`src/rtl/cn_pkg.sv`:
```
package cn_pkg;
  typedef enum logic [1:0] {
    ST_IDLE = 2'd0,
    ST_RUN  = 2'd1,
    ST_WB   = 2'd2,
    ST_ERR  = 2'd3
  } cn_state_e;

  localparam int WB_W       = 64;
  localparam int ICV_W      = 2;
  localparam logic [7:0] DONE_MARK = 8'hFF;
  localparam logic [ICV_W-1:0] ICV_NONE = 2'b00;
endpackage

```
`src/rtl/cn_hdr_check.sv`:
```
module cn_hdr_check #(
  parameter int SEL_W     = 4,
  parameter int NUM_UNITS = 8
) (
  input  logic [SEL_W-1:0] sel,
  output logic             sel_ok
);
  localparam logic [SEL_W-1:0] MAX_SEL = SEL_W'(NUM_UNITS);

  always_comb begin
    sel_ok = (sel != '0) && (sel <= MAX_SEL);
  end
endmodule

```
`src/rtl/cn_wb_pack.sv`:
```
module cn_wb_pack
  import cn_pkg::*;
#(
  parameter int TAG_W = 8
) (
  input  logic [TAG_W-1:0] tag,
  input  logic [ICV_W-1:0] pri_icv,
  input  logic [ICV_W-1:0] sec_icv,
  input  logic             sec_none,
  output logic [WB_W-1:0]  word
);
  localparam int TAG_LO = WB_W - 8 - TAG_W;
  localparam int PRI_LO = TAG_LO - ICV_W;
  localparam int SEC_LO = PRI_LO - ICV_W;

  always_comb begin
    word                     = '0;
    word[WB_W-1 -: 8]        = DONE_MARK;
    word[TAG_LO +: TAG_W]    = tag;
    word[PRI_LO +: ICV_W]    = pri_icv;
    word[SEC_LO +: ICV_W]    = sec_none ? ICV_NONE : sec_icv;
  end
endmodule

```
`src/rtl/cn_ctrl.sv`:
```
module cn_ctrl
  import cn_pkg::*;
(
  input  logic clk,
  input  logic rst_n,
  input  logic hdr_valid,
  input  logic pri_ok,
  input  logic done_valid,
  input  logic done_req_q,
  input  logic cfg_notify_en,
  input  logic cfg_irq_en,
  input  logic cfg_wb_en,
  input  logic wb_ready,
  output logic hdr_load,
  output logic wb_load,
  output logic wb_valid,
  output logic done_irq,
  output logic err_irq,
  output logic hdr_err
);
  cn_state_e st_q, st_n;
  logic irq_pend_q, irq_pend_n;
  logic wbv_q, wbv_n;
  logic irq_q, irq_n;
  logic eirq_q, eirq_n;
  logic err_q, err_n;

  always_comb begin
    st_n       = st_q;
    irq_pend_n = irq_pend_q;
    wbv_n      = wbv_q;
    irq_n      = 1'b0;
    eirq_n     = 1'b0;
    err_n      = err_q;
    hdr_load   = 1'b0;
    wb_load    = 1'b0;
    case (st_q)
      ST_IDLE: if (hdr_valid) begin
        hdr_load = 1'b1;
        if (!pri_ok) begin
          err_n  = 1'b1;
          eirq_n = 1'b1;
          st_n   = ST_ERR;
        end else begin
          st_n = ST_RUN;
        end
      end
      ST_RUN: if (done_valid) begin
        st_n = ST_IDLE;
        if (done_req_q && cfg_notify_en) begin
          if (cfg_wb_en) begin
            wb_load    = 1'b1;
            wbv_n      = 1'b1;
            irq_pend_n = cfg_irq_en;
            st_n       = ST_WB;
          end else begin
            irq_n = cfg_irq_en;
          end
        end
      end
      ST_WB: if (wb_ready) begin
        wbv_n = 1'b0;
        irq_n = irq_pend_q;
        st_n  = ST_IDLE;
      end
      default: ;
    endcase
  end

  always_ff @(posedge clk or negedge rst_n) begin
    if (!rst_n) begin
      st_q       <= ST_IDLE;
      irq_pend_q <= 1'b0;
      wbv_q      <= 1'b0;
      irq_q      <= 1'b0;
      eirq_q     <= 1'b0;
      err_q      <= 1'b0;
    end else begin
      st_q       <= st_n;
      irq_pend_q <= irq_pend_n;
      wbv_q      <= wbv_n;
      irq_q      <= irq_n;
      eirq_q     <= eirq_n;
      err_q      <= err_n;
    end
  end

  assign wb_valid = wbv_q;
  assign done_irq = irq_q;
  assign err_irq  = eirq_q;
  assign hdr_err  = err_q;

  AST_WB_HOLD: assert property (@(posedge clk) disable iff (!rst_n)
    wb_valid && !wb_ready |=> wb_valid);
  AST_IRQ_ONE_CYCLE: assert property (@(posedge clk) disable iff (!rst_n)
    done_irq |=> !done_irq);
  AST_IRQ_AFTER_ACCEPT: assert property (@(posedge clk) disable iff (!rst_n)
    wb_valid && wb_ready && irq_pend_q |=> done_irq);
  AST_ERR_STICKY: assert property (@(posedge clk) disable iff (!rst_n)
    hdr_err |=> hdr_err);
  AST_ERR_PULSE: assert property (@(posedge clk) disable iff (!rst_n)
    err_irq |=> !err_irq);
  AST_NO_WB_ON_ERR: assert property (@(posedge clk) disable iff (!rst_n)
    hdr_err |-> !wb_valid && !done_irq);
endmodule

```
`src/rtl/cn_notify_unit.sv`:
```
module cn_notify_unit
  import cn_pkg::*;
#(
  parameter int TYPE_W    = 5,
  parameter int SEL_W     = 4,
  parameter int TAG_W     = 8,
  parameter int NUM_UNITS = 8
) (
  input  logic              clk,
  input  logic              rst_n,
  input  logic              cfg_notify_en,
  input  logic              cfg_irq_en,
  input  logic              cfg_wb_en,
  input  logic              hdr_valid,
  input  logic              hdr_done_req,
  input  logic              hdr_dir,
  input  logic [TYPE_W-1:0] hdr_type,
  input  logic [SEL_W-1:0]  hdr_pri_sel,
  input  logic [SEL_W-1:0]  hdr_sec_sel,
  input  logic [TAG_W-1:0]  fetch_tag,
  input  logic              done_valid,
  input  logic [1:0]        pri_icv,
  input  logic [1:0]        sec_icv,
  input  logic              wb_ready,
  output logic              wb_valid,
  output logic [63:0]       wb_data,
  output logic              done_irq,
  output logic              err_irq,
  output logic              hdr_err,
  output logic              seq_dir,
  output logic [TYPE_W-1:0] seq_type
);
  logic pri_ok, hdr_load, wb_load;
  logic dir_q, dir_n;
  logic [TYPE_W-1:0] type_q, type_n;
  logic [TAG_W-1:0]  tag_q, tag_n;
  logic secnone_q, secnone_n;
  logic dreq_q, dreq_n;
  logic [WB_W-1:0] word, wbd_q, wbd_n;

  cn_hdr_check #(.SEL_W(SEL_W), .NUM_UNITS(NUM_UNITS)) u_check (
    .sel(hdr_pri_sel), .sel_ok(pri_ok));

  cn_wb_pack #(.TAG_W(TAG_W)) u_pack (
    .tag(tag_q), .pri_icv(pri_icv), .sec_icv(sec_icv),
    .sec_none(secnone_q), .word(word));

  cn_ctrl u_ctrl (
    .clk(clk), .rst_n(rst_n), .hdr_valid(hdr_valid), .pri_ok(pri_ok),
    .done_valid(done_valid), .done_req_q(dreq_q),
    .cfg_notify_en(cfg_notify_en), .cfg_irq_en(cfg_irq_en),
    .cfg_wb_en(cfg_wb_en), .wb_ready(wb_ready), .hdr_load(hdr_load),
    .wb_load(wb_load), .wb_valid(wb_valid), .done_irq(done_irq),
    .err_irq(err_irq), .hdr_err(hdr_err));

  always_comb begin
    dir_n     = hdr_load ? hdr_dir : dir_q;
    type_n    = hdr_load ? hdr_type : type_q;
    tag_n     = hdr_load ? fetch_tag : tag_q;
    secnone_n = hdr_load ? (hdr_sec_sel == '0) : secnone_q;
    dreq_n    = hdr_load ? hdr_done_req : dreq_q;
    wbd_n     = wb_load ? word : wbd_q;
  end

  always_ff @(posedge clk or negedge rst_n) begin
    if (!rst_n) begin
      dir_q     <= 1'b0;
      type_q    <= '0;
      tag_q     <= '0;
      secnone_q <= 1'b0;
      dreq_q    <= 1'b0;
      wbd_q     <= '0;
    end else begin
      dir_q     <= dir_n;
      type_q    <= type_n;
      tag_q     <= tag_n;
      secnone_q <= secnone_n;
      dreq_q    <= dreq_n;
      wbd_q     <= wbd_n;
    end
  end

  assign seq_dir  = dir_q;
  assign seq_type = type_q;
  assign wb_data  = wbd_q;

  AST_WB_DATA_STABLE: assert property (@(posedge clk) disable iff (!rst_n)
    wb_valid && !wb_ready |=> $stable(wb_data));
  AST_DONE_BYTE: assert property (@(posedge clk) disable iff (!rst_n)
    wb_valid |-> wb_data[63:56] == 8'hFF);
  AST_SEQ_HOLD: assert property (@(posedge clk) disable iff (!rst_n)
    !hdr_valid |=> $stable(seq_dir) && $stable(seq_type));
endmodule

```
`config.mk`:
```
export PLATFORM = sky130hd
export DESIGN_NAME = cn_notify_unit
export DESIGN_NICKNAME = d
export VERILOG_FILES = /design/src/rtl/cn_pkg.sv /design/src/rtl/cn_hdr_check.sv /design/src/rtl/cn_wb_pack.sv /design/src/rtl/cn_ctrl.sv /design/src/rtl/cn_notify_unit.sv
export SDC_FILE = /design/constraint.sdc
export NUM_CORES = 1
export LEC_CHECK = 0
export BUFFER_PORTS_ARGS = -buffer_cell sky130_fd_sc_hd__buf_2
export CAP_MARGIN = 0
export CORE_ASPECT_RATIO = 0.6
export CORE_MARGIN = 8
export CORE_UTILIZATION = 49
export CTS_BUF_LIST = sky130_fd_sc_hd__clkbuf_4
export CTS_CLUSTER_SIZE = 25
export DETAILED_ROUTE_END_ITERATION = 10
export PLACE_DENSITY = 0.95
export SYNTH_ARGS = -nofsm -noshare
export SYNTH_HDL_FRONTEND = slang
export SYNTH_SLANG_ARGS = --single-unit
export TNS_END_PERCENT = 1
```
`constraint.sdc`:
```
create_clock -name clk -period 2.7 [get_ports clk]
set_input_delay 0.27 -clock clk [delete_from_list [all_inputs] [get_ports clk]]
set_output_delay 0.27 -clock clk [all_outputs]
set_load 0.02 [all_outputs]
```
=== Yosys cells after proc, flatten, opt, wreduce, memory -nomap -nowiden ===
Index checks and enable logic that the tools add are counted.

* Magnitude comparators: 1
* Eq/ne operators: 7
* Multiplexer cells: 27
* Bitwise gates (word level): 1
* Reductions and logical operators: 11

{| class="wikitable"
|+ Operator list
! cell !! count
|-
| $mux 1 || 17
|-
| $mux 2 || 7
|-
| $ne 2x2->1 const B || 4
|-
| $reduce_and 4->1 || 2
|-
| $pmux 2 s3 || 1
|-
| $reduce_and 5->1 || 1
|-
| $le 4x4->1 const B || 1
|-
| $logic_not 4->1 || 1
|-
| $pmux 1 s2 || 2
|-
| $reduce_bool 4->1 || 1
|-
| $reduce_and 3->1 || 1
|-
| $reduce_bool 3->1 || 1
|-
| $eq 2x1->1 const B || 1
|-
| $eq 2x2->1 const B || 1
|-
| $logic_and 1x1->1 || 2
|-
| $logic_not 2->1 || 1
|-
| $ne 2x1->1 const B || 1
|-
| $reduce_bool 2->1 || 1
|-
| $not 1->1 || 1
|}

* Register bits: 36
* Input port bits: 35
* Logic and storage cells: 59

=== Logic depth before layout (Yosys ltp) ===
Gate-level depths: netlist of run 1.

* Depth after elaboration: 5
* Depth in mapped cells: 7
* Gate-level depth less buffers: 5

=== Modules after synthesis ===
Synthesis of run 1 repeated with hierarchy kept, for this count alone.

* Cell total of the unflattened synthesis: 274
* Area, all modules: 4225.3 um2

{| class="wikitable"
|+ Modules (own cells, without submodules)
! module !! instances !! cells an instance !! area an instance (um2) !! seq. area each (um2)
|-
| cn_notify_unit || 1 || 170 || 3310.7 || 2001.9
|-
| cn_wb_pack || 1 || 66 || 485.5 || 0.0
|-
| cn_ctrl || 1 || 36 || 410.4 || 175.2
|-
| cn_hdr_check || 1 || 2 || 18.8 || 0.0
|}

=== Worst setup path before layout of run 1 ===
No wires, ideal clock.

* Path type: register -> register
* Start point: register u_ctrl.st_q[1]
* End point: register u_ctrl.irq_pend_q
* Library setup time: 0.125 ns
* Arrival: 1.514 ns
* Setup slack: 1.061 ns
* Stages on the path, launching flop included: 8
* Buffers on the path: 2
* Period minus slack after synthesis: 1.639 ns
* Cells stage by stage: dfrtp_1 -> inv_1 -> ha_1 -> and3_4 -> and3_4 -> buf_6 -> buf_12 -> mux2_4

* Longest elaborated chain between the ends: 2

{| class="wikitable"
|+ RTL lines
! item !! line !! source
|-
| start: declaration || cn_ctrl.sv:21 || <nowiki>cn_state_e st_q, st_n;</nowiki>
|-
| start signal: assignment || cn_ctrl.sv:79 || <nowiki>st_q <= st_n;</nowiki>
|-
| $eq 2x1->1 || cn_ctrl.sv:37 || <nowiki>case (st_q)</nowiki>
|-
| $reduce_and 4->1 (no source line) || - ||
|-
| end signal: assignment || cn_ctrl.sv:80 || <nowiki>irq_pend_q <= irq_pend_n;</nowiki>
|-
| end: declaration || cn_ctrl.sv:22 || <nowiki>logic irq_pend_q, irq_pend_n;</nowiki>
|}

No other way between the ends.
A chain may end at the register's enable or synchronous reset.

=== Worst setup path after layout of run 1 ===
* Start point: register u_ctrl.st_q[1]
* End point: register type_q[2] (netlist: seq_type[2])

* Longest elaborated chain between the ends: 2

{| class="wikitable"
|+ RTL lines
! item !! line !! source
|-
| $logic_not 2->1 || cn_ctrl.sv:37 ||
|-
| $mux 1 || cn_ctrl.sv:37 ||
|-
| end signal: assignment || cn_notify_unit.sv:75 || <nowiki>type_q <= type_n;</nowiki>
|-
| end: declaration || cn_notify_unit.sv:35 || <nowiki>logic [TYPE_W-1:0] type_q, type_n;</nowiki>
|}

No other way between the ends.

==> summary.txt, run 1 <==
GRT
  – Antenna violations before repair: 0
  – First-pass GRT wire length: 6210 um
  – GRT overflow: 0
  – Vias in the first global route: 1271
  – Total global routing track utilization: 12.0%
  – Maximum number of pins on one net before global-route repair: 37

Critical path
  – Worst R2R Setup Slack: 0.87 ns
  – Slowest CP cell: nand2_1
  – Type of the setup path with the least slack: reg2reg
  – Critical path peak fanout: 19
  – Max stage delay on crit path: 0.60 ns
  – Cell breakdown of the critical path: inv_1 > ha_1 > nand2_1 > mux2_2
  – Critical path required time: 2.90 ns
  – CP endpoint kind: flip-flop
  – Signal arrival time at the worst endpoint: 2.03 ns
  – Crit path launch type: flip-flop

Detailed routing
  – Total vias in the final route: 1143
  – Uppermost routed layer: met4
  – Detailed Routing Iterations Pass 1: 4
  – Post-route antenna net violation count: 0
  – Metal1 wirelength: 1560 um
  – Drt drc: 0
  – Overall routed net length: 3790 um
  – Avg Vias per Cell: 4.33
  – Total length of routed met2 wires: 1910 um
  – WL/cell: 14.4 um
  – Met3 wire length: 312 um
  – First DRT Iteration DRCs: 25

Finish
  – Top library cells by usage in the layout, fill and taps aside: buf_2 (64), conb_1 (44), dfrtp_1 (36)
  – Util after Layout: 56.8%
  – Area of all sequential standard cells: 901 sq um
  – Fraction of layout cells with a size suffix above 1: 47.0%
  – Footprint of the multi-input gates: 768 sq um
  – Fillers: 328
  – Synth-to-layout area growth: 9.17%
  – Number of standard cells in the layout, taps in and fillers out: 264
  – Count of antenna diodes in the layout: 0
  – Commonest non-fill, non-tap cell in the layout: buf_2
  – Number of nets in the layout: 255

Floorplan
  – Chip Width: 97.2 um
  – Die area: 0.00629 sq mm
  – Cell row count: 17
  – Boundary Pins: 109
  – Starting Density: 52.1%
  – Core footprint: 0.00372 sq mm
  – Floorplan die height: 64.7 um

CTS
  – Setup bufs post-CTS: 0
  – Clk sinks: 36
  – Clock transition time at the flip-flop clock pins of the worst setup and hold paths: 0.11 ns
  – Number of buffers created by CTS: 5
  – TritonCTS clock tree: done
  – Clock root buffer: clkbuf_4
  – Number of buffers between clock root and the deepest sink: 2
  – Number of levels in the clock H-tree: 2
  – Number of hold-repair buffers added at the cts stage: 0
  – Clock insertion delay at the later pin of the skew report: 0.32 ns
  – Post-cts sizing count: 0

Timing
  – Total Neg Setup Slack: 0 ns
  – Number of setup violations in the final report: 0
  – Final-report hold violation count: 0
  – Unrepaired setup endpoints after global routing: false
  – Final period util: 67.7%
  – Maximum operating frequency: 0.547 GHz
  – Least-Margin Pin Slew: 0.811 ns
  – Max-slew violation count: 0
  – Worst slew margin: 45.8%
  – Clock period minus final worst setup slack: 1.83 ns
  – Final clock skew: 0.0142 ns

Placement
  – Post-DP HPWL: 3030 um
  – Total instance count after detailed placement: 256
  – Count of buffers from port buffering: 64
  – RePlAce Congestion: 0.804

Synthesis
  – Number of register bits inferred by synthesis: 36
  – Average footprint of a synthesized cell: 12.4 sq um
  – Unique masters post-synth: 31
  – Cell count after synthesis: 156
  – Count of warnings emitted by yosys: 0
  – Netlist area before placement: 0.00194 sq mm
  – Part of the Yosys area used for sequential elements: 46.5%

Outcome
  – Outcome: complete, no violations

Power and ir drop
  – Pwr per Cell Area: 1060 mW/mm^2
  – Total leakage power: 1.13 nW
  – Maximum vdd drop: 558 uV

Run
  – # Max-Cap Violations: 0

Hold path
  – Hold Path Class: in2async
sequential cells by signal, summed over array words and instances, names as in the netlist:
register	flops
wb_data	13
tag_q	8
seq_type	5
u_ctrl.st_q	2
dreq_q	1
secnone_q	1
seq_dir	1
u_ctrl.done_irq	1
u_ctrl.err_irq	1
u_ctrl.hdr_err	1
u_ctrl.irq_pend_q	1
u_ctrl.wb_valid	1
area by class of cell:
| type | instances | area share (%) |
|---|---|---|
| Inverter | 3 | 0.532 |
| Timing Repair Buffer | 64 | 15.1 |
| Multi-Input combinational cell | 106 | 36.3 |
| Tap cell | 47 | 2.78 |
| Clock buffer | 7 | 2.48 |
| Clock inverter | 1 | 0.177 |
| Sequential cell | 36 | 42.6 |
worst paths after layout:
check | endpoint | startpoint | cells after the start
max | seq_type[2] | u_ctrl.st_q[1] | 4
min | wb_data[55] | rst_n | 1
max reg2reg | seq_type[2] | u_ctrl.st_q[1] | 4
min reg2reg | u_ctrl.hdr_err | u_ctrl.hdr_err | 1
max in group asynchronous | seq_type[3] | rst_n | 1
min in group clk | tag_q[3] | fetch_tag[3] | 2
worst max-delay path: cells and delay by family (launching register included):
kind / cells / cell delay [ns]
fa+ha+maj: 1 / 0.19
buf+inv: 1 / 0.08
flops: 1 / 0.41
mux: 1 / 0.41
simple gates: 1 / 0.60
synth_stat cells:
library cell	n	area (sq um)
nor2b_1	3	18.8
and4_1	1	8.76
nand4_1	1	6.26
and2_1	1	6.26
inv_1	3	11.3
ha_1	4	50.1
nand3_1	2	10.0
buf_6	1	11.3
a2bb2oi_1	1	8.76
buf_2	1	5.00
a21o_1	1	7.51
a41oi_1	1	8.76
conb_1	1	3.75
o21ai_0	1	5.00
o21bai_1	1	7.51
dfrtp_1	36	901
nand2b_1	3	18.8
buf_12	1	20.0
a31oi_1	2	12.5
and3_4	2	22.5
mux2_4	8	120
o31ai_1	1	7.51
or2_2	1	6.26
a21boi_0	1	7.51
nand2_1	2	7.51
mux2i_1	1	10.0
mux2_2	20	225
buf_4	51	383
nand4b_1	1	8.76
or4_1	2	15.0
nor2_1	1	3.75
power by group:
group | internal [mW] | switching [mW] | total [mW]
sequential | 0.779 | 0.131 | 0.910
combinational | 0.450 | 0.595 | 1.05
clock | 0.120 | 0.161 | 0.282
metrics by stage:
stage	hold slack (ns)	setup slack, ns	cell area [sq um]	power [mW]
floorplan	-0.0256	1.06	2100	1.77
CTS	0.0228	0.865	2120	2.27
finish	0.0145	0.872	2120	2.24
global placement	0.383	0.960	2060	1.94
global route	0.0551	0.726	2120	2.40
detailed placement	0.394	0.888	2060	1.98
logic make-up after synthesis:
group / after synthesis / share of synthesized area [%]
AO/OA/AOI/OAI: 9 / 3.36
adder cells (fa/ha/maj): 4 / 2.58
buffers and inverters: 57 / 22.2
flip-flops: 36 / 46.5
multiplexers: 29 / 18.3
other: 1 / 0.193
AND/OR/NAND/NOR: 20 / 6.84
metal layers:
metal,vias to the layer above,GRT usage [%]
met5,-,0
met2,42,21.2
met4,0,3.43
met3,2,6.03
li1,552,-
met1,547,12.4
Note: power is estimated with default switching activity, not from simulation.
==> run 2, diff against run 1 <==
Settings changed: CORE_UTILIZATION 49 to 41, PLACE_DENSITY 0.95 to 0.89.
Clock period 2.7 ns to 1.6 ns, I/O delays scaled along.
==> run 2 against run 1 <==
Largest power group unchanged. Flip-flop and latch count did not move. Clock-buffer cell count fell by 2. Sequential power grew 70%. Critical path type unchanged. Final area rose by 6.4%. Final cell count is 9.5% higher. Highest routed layer is now met3. Sequential share of layout area fell by 2.6 points. Wire length rose by 10%. Maximum frequency rose by 17%. Critical path depth grew 1.
==> summary.txt, run 2 (same netlist as run 1, synthesis figures left out) <==
CTS
  – Number of levels in the clock H-tree: 2
  – Clock insertion delay at the later pin of the skew report: 0.34 ns
  – Number of buffers between clock root and the deepest sink: 2
  – TritonCTS clock tree: done
  – Clock transition time at the flip-flop clock pins of the worst setup and hold paths: 0.12 ns
  – Clock root buffer: clkbuf_4
  – Number of buffers created by CTS: 5
  – Clk sinks: 36

Power and ir drop
  – Sum of internal, switching and leakage power: 4.10 mW
  – Total leakage power: 1.18 nW
  – Pwr per Cell Area: 1820 mW/mm^2
  – Maximum vdd drop: 850 uV

Critical path
  – Capture point of the worst reg-to-reg path: wb_data[49]
  – Source of the worst register-to-register timing path: u_ctrl.st_q[1]
  – Signal arrival time at the worst endpoint: 1.80 ns
  – Worst R2R Setup Slack: 0.03 ns
  – Type of the setup path with the least slack: reg2reg
  – Logic depth of the worst register-to-register path: 5
  – Critical path peak fanout: 8
  – Critical path required time: 1.83 ns
  – Launch point of the critical path: u_ctrl.st_q[1]
  – End of the critical path: wb_data[49]
  – CP endpoint kind: flip-flop
  – Crit path launch type: flip-flop

Hold path
  – Hold Path Class: in2reg

Timing
  – Final clock skew: 0.0121 ns
  – Final period util: 98.1%
  – Final-report hold violation count: 0
  – Max-slew violation count: 0
  – Unrepaired setup endpoints after global routing: true
  – Clock period minus final worst setup slack: 1.57 ns
  – Number of setup violations in the final report: 0
  – Maximum operating frequency: 0.637 GHz

Finish
  – Util after Layout: 49.3%
  – Max FFs per register: 13
  – Count of antenna diodes in the layout: 0
  – Commonest non-fill, non-tap cell in the layout: buf_2
  – Fraction of layout cells with a size suffix above 1: 50.4%
  – Number of nets in the layout: 264
  – Synth-to-layout area growth: 16.1%
  – Top library cells by usage in the layout, fill and taps aside: buf_2 (64), conb_1 (44), dfrtp_1 (36)
  – Number of standard cells in the layout, taps in and fillers out: 289

GRT
  – GRT overflow: 0
  – Total global routing track utilization: 11.5%
  – First-pass GRT wire length: 6930 um
  – Antenna violations before repair: 0
  – Vias in the first global route: 1413
  – Maximum number of pins on one net before global-route repair: 37

Floorplan
  – Die area: 0.00726 sq mm
  – Chip Width: 105 um
  – Core footprint: 0.00456 sq mm
  – Boundary Pins: 109
  – Floorplan die height: 69.3 um
  – Cell row count: 19
  – Starting Density: 42.5%

Placement
  – Count of buffers from port buffering: 64
  – Post-DP HPWL: 3260 um
  – Total instance count after detailed placement: 279
  – RePlAce Congestion: 0.779

Detailed routing
  – WL/cell: 14.5 um
  – First DRT Iteration DRCs: 25
  – Total vias in the final route: 1206
  – Overall routed net length: 4180 um
  – Detailed Routing Iterations Pass 1: 4
  – Drt drc: 0
  – Avg Vias per Cell: 4.17
  – Post-route antenna net violation count: 0

Run
  – # Max-Cap Violations: 0

Outcome
  – Outcome: complete, no violations
[run 2: how the worst min path moves through the flow]
stage | end | from | cells after the start | slack, ns
floorplan | dreq_q | rst_n | 0 | -0.14
CTS | seq_dir | hdr_dir | 2 | 0.02
global route | dreq_q | hdr_done_req | 2 | 0.02
detailed placement | seq_type[1] | rst_n | 2 | 0.23
global placement | seq_type[1] | rst_n | 2 | 0.22
finish | dreq_q | hdr_done_req | 2 | 0.04
[run 2: per-layer routing]
metal	track usage, %	vias up	share of wire [%]
met4	2.52	0	0
met1	12.1	584	39
met3	5.75	0	9.6
met5	0	-	0
li1	-	573	-
met2	20.3	49	52
[run 2: what timing repair did]
item,4_1_cts,5_1_grt
setup buffers,0,0
hold endpoints to repair,36,0
setup endpoints to repair,13,15
pin swaps,0,0
hold buffers,1,0
resized for setup,0,3
cloned,1,0
[run 2: layout make-up]
cell class | count | area (sq um)
Clock inverter | 3 | 42.5
Tap cell | 63 | 78.8
Fill cell | 444 | 2310
Multi-Input combinational cell | 107 | 785
Timing Repair Buffer | 72 | 395
Inverter | 3 | 11.3
Sequential cell | 36 | 901
Clock buffer | 5 | 37.5
[run 2: where the power goes]
group	total, mW	internal, mW	switching [mW]
combinational	1.90	0.855	1.05
clock	0.648	0.326	0.322
sequential	1.55	1.31	0.234
[run 2: worst max-delay path, stage by stage (launching register included)]
cell	delay (ns)
dfrtp_1	0.41
inv_2	0.06
ha_2	0.16
and3_4	0.19
and3_4	0.28
mux2_2	0.35
[run 2: through the flow]
| step | worst slack [ns] | setup TNS (ns) | instance area [sq um] | hold slack (ns) |
|---|---|---|---|---|
| 2_1_floorplan | -0.0367 | -0.294 | 2100 | -0.136 |
| 3_3_place_gp | 0.00328 | 0 | 2150 | 0.222 |
| 3_5_place_dp | -0.0502 | -0.227 | 2150 | 0.228 |
| 4_1_cts | 0.00718 | 0 | 2240 | 0.0220 |
| 5_1_grt | -0.0215 | -0.0723 | 2250 | 0.0209 |
| 6_report | 0.0312 | 0 | 2250 | 0.0414 |
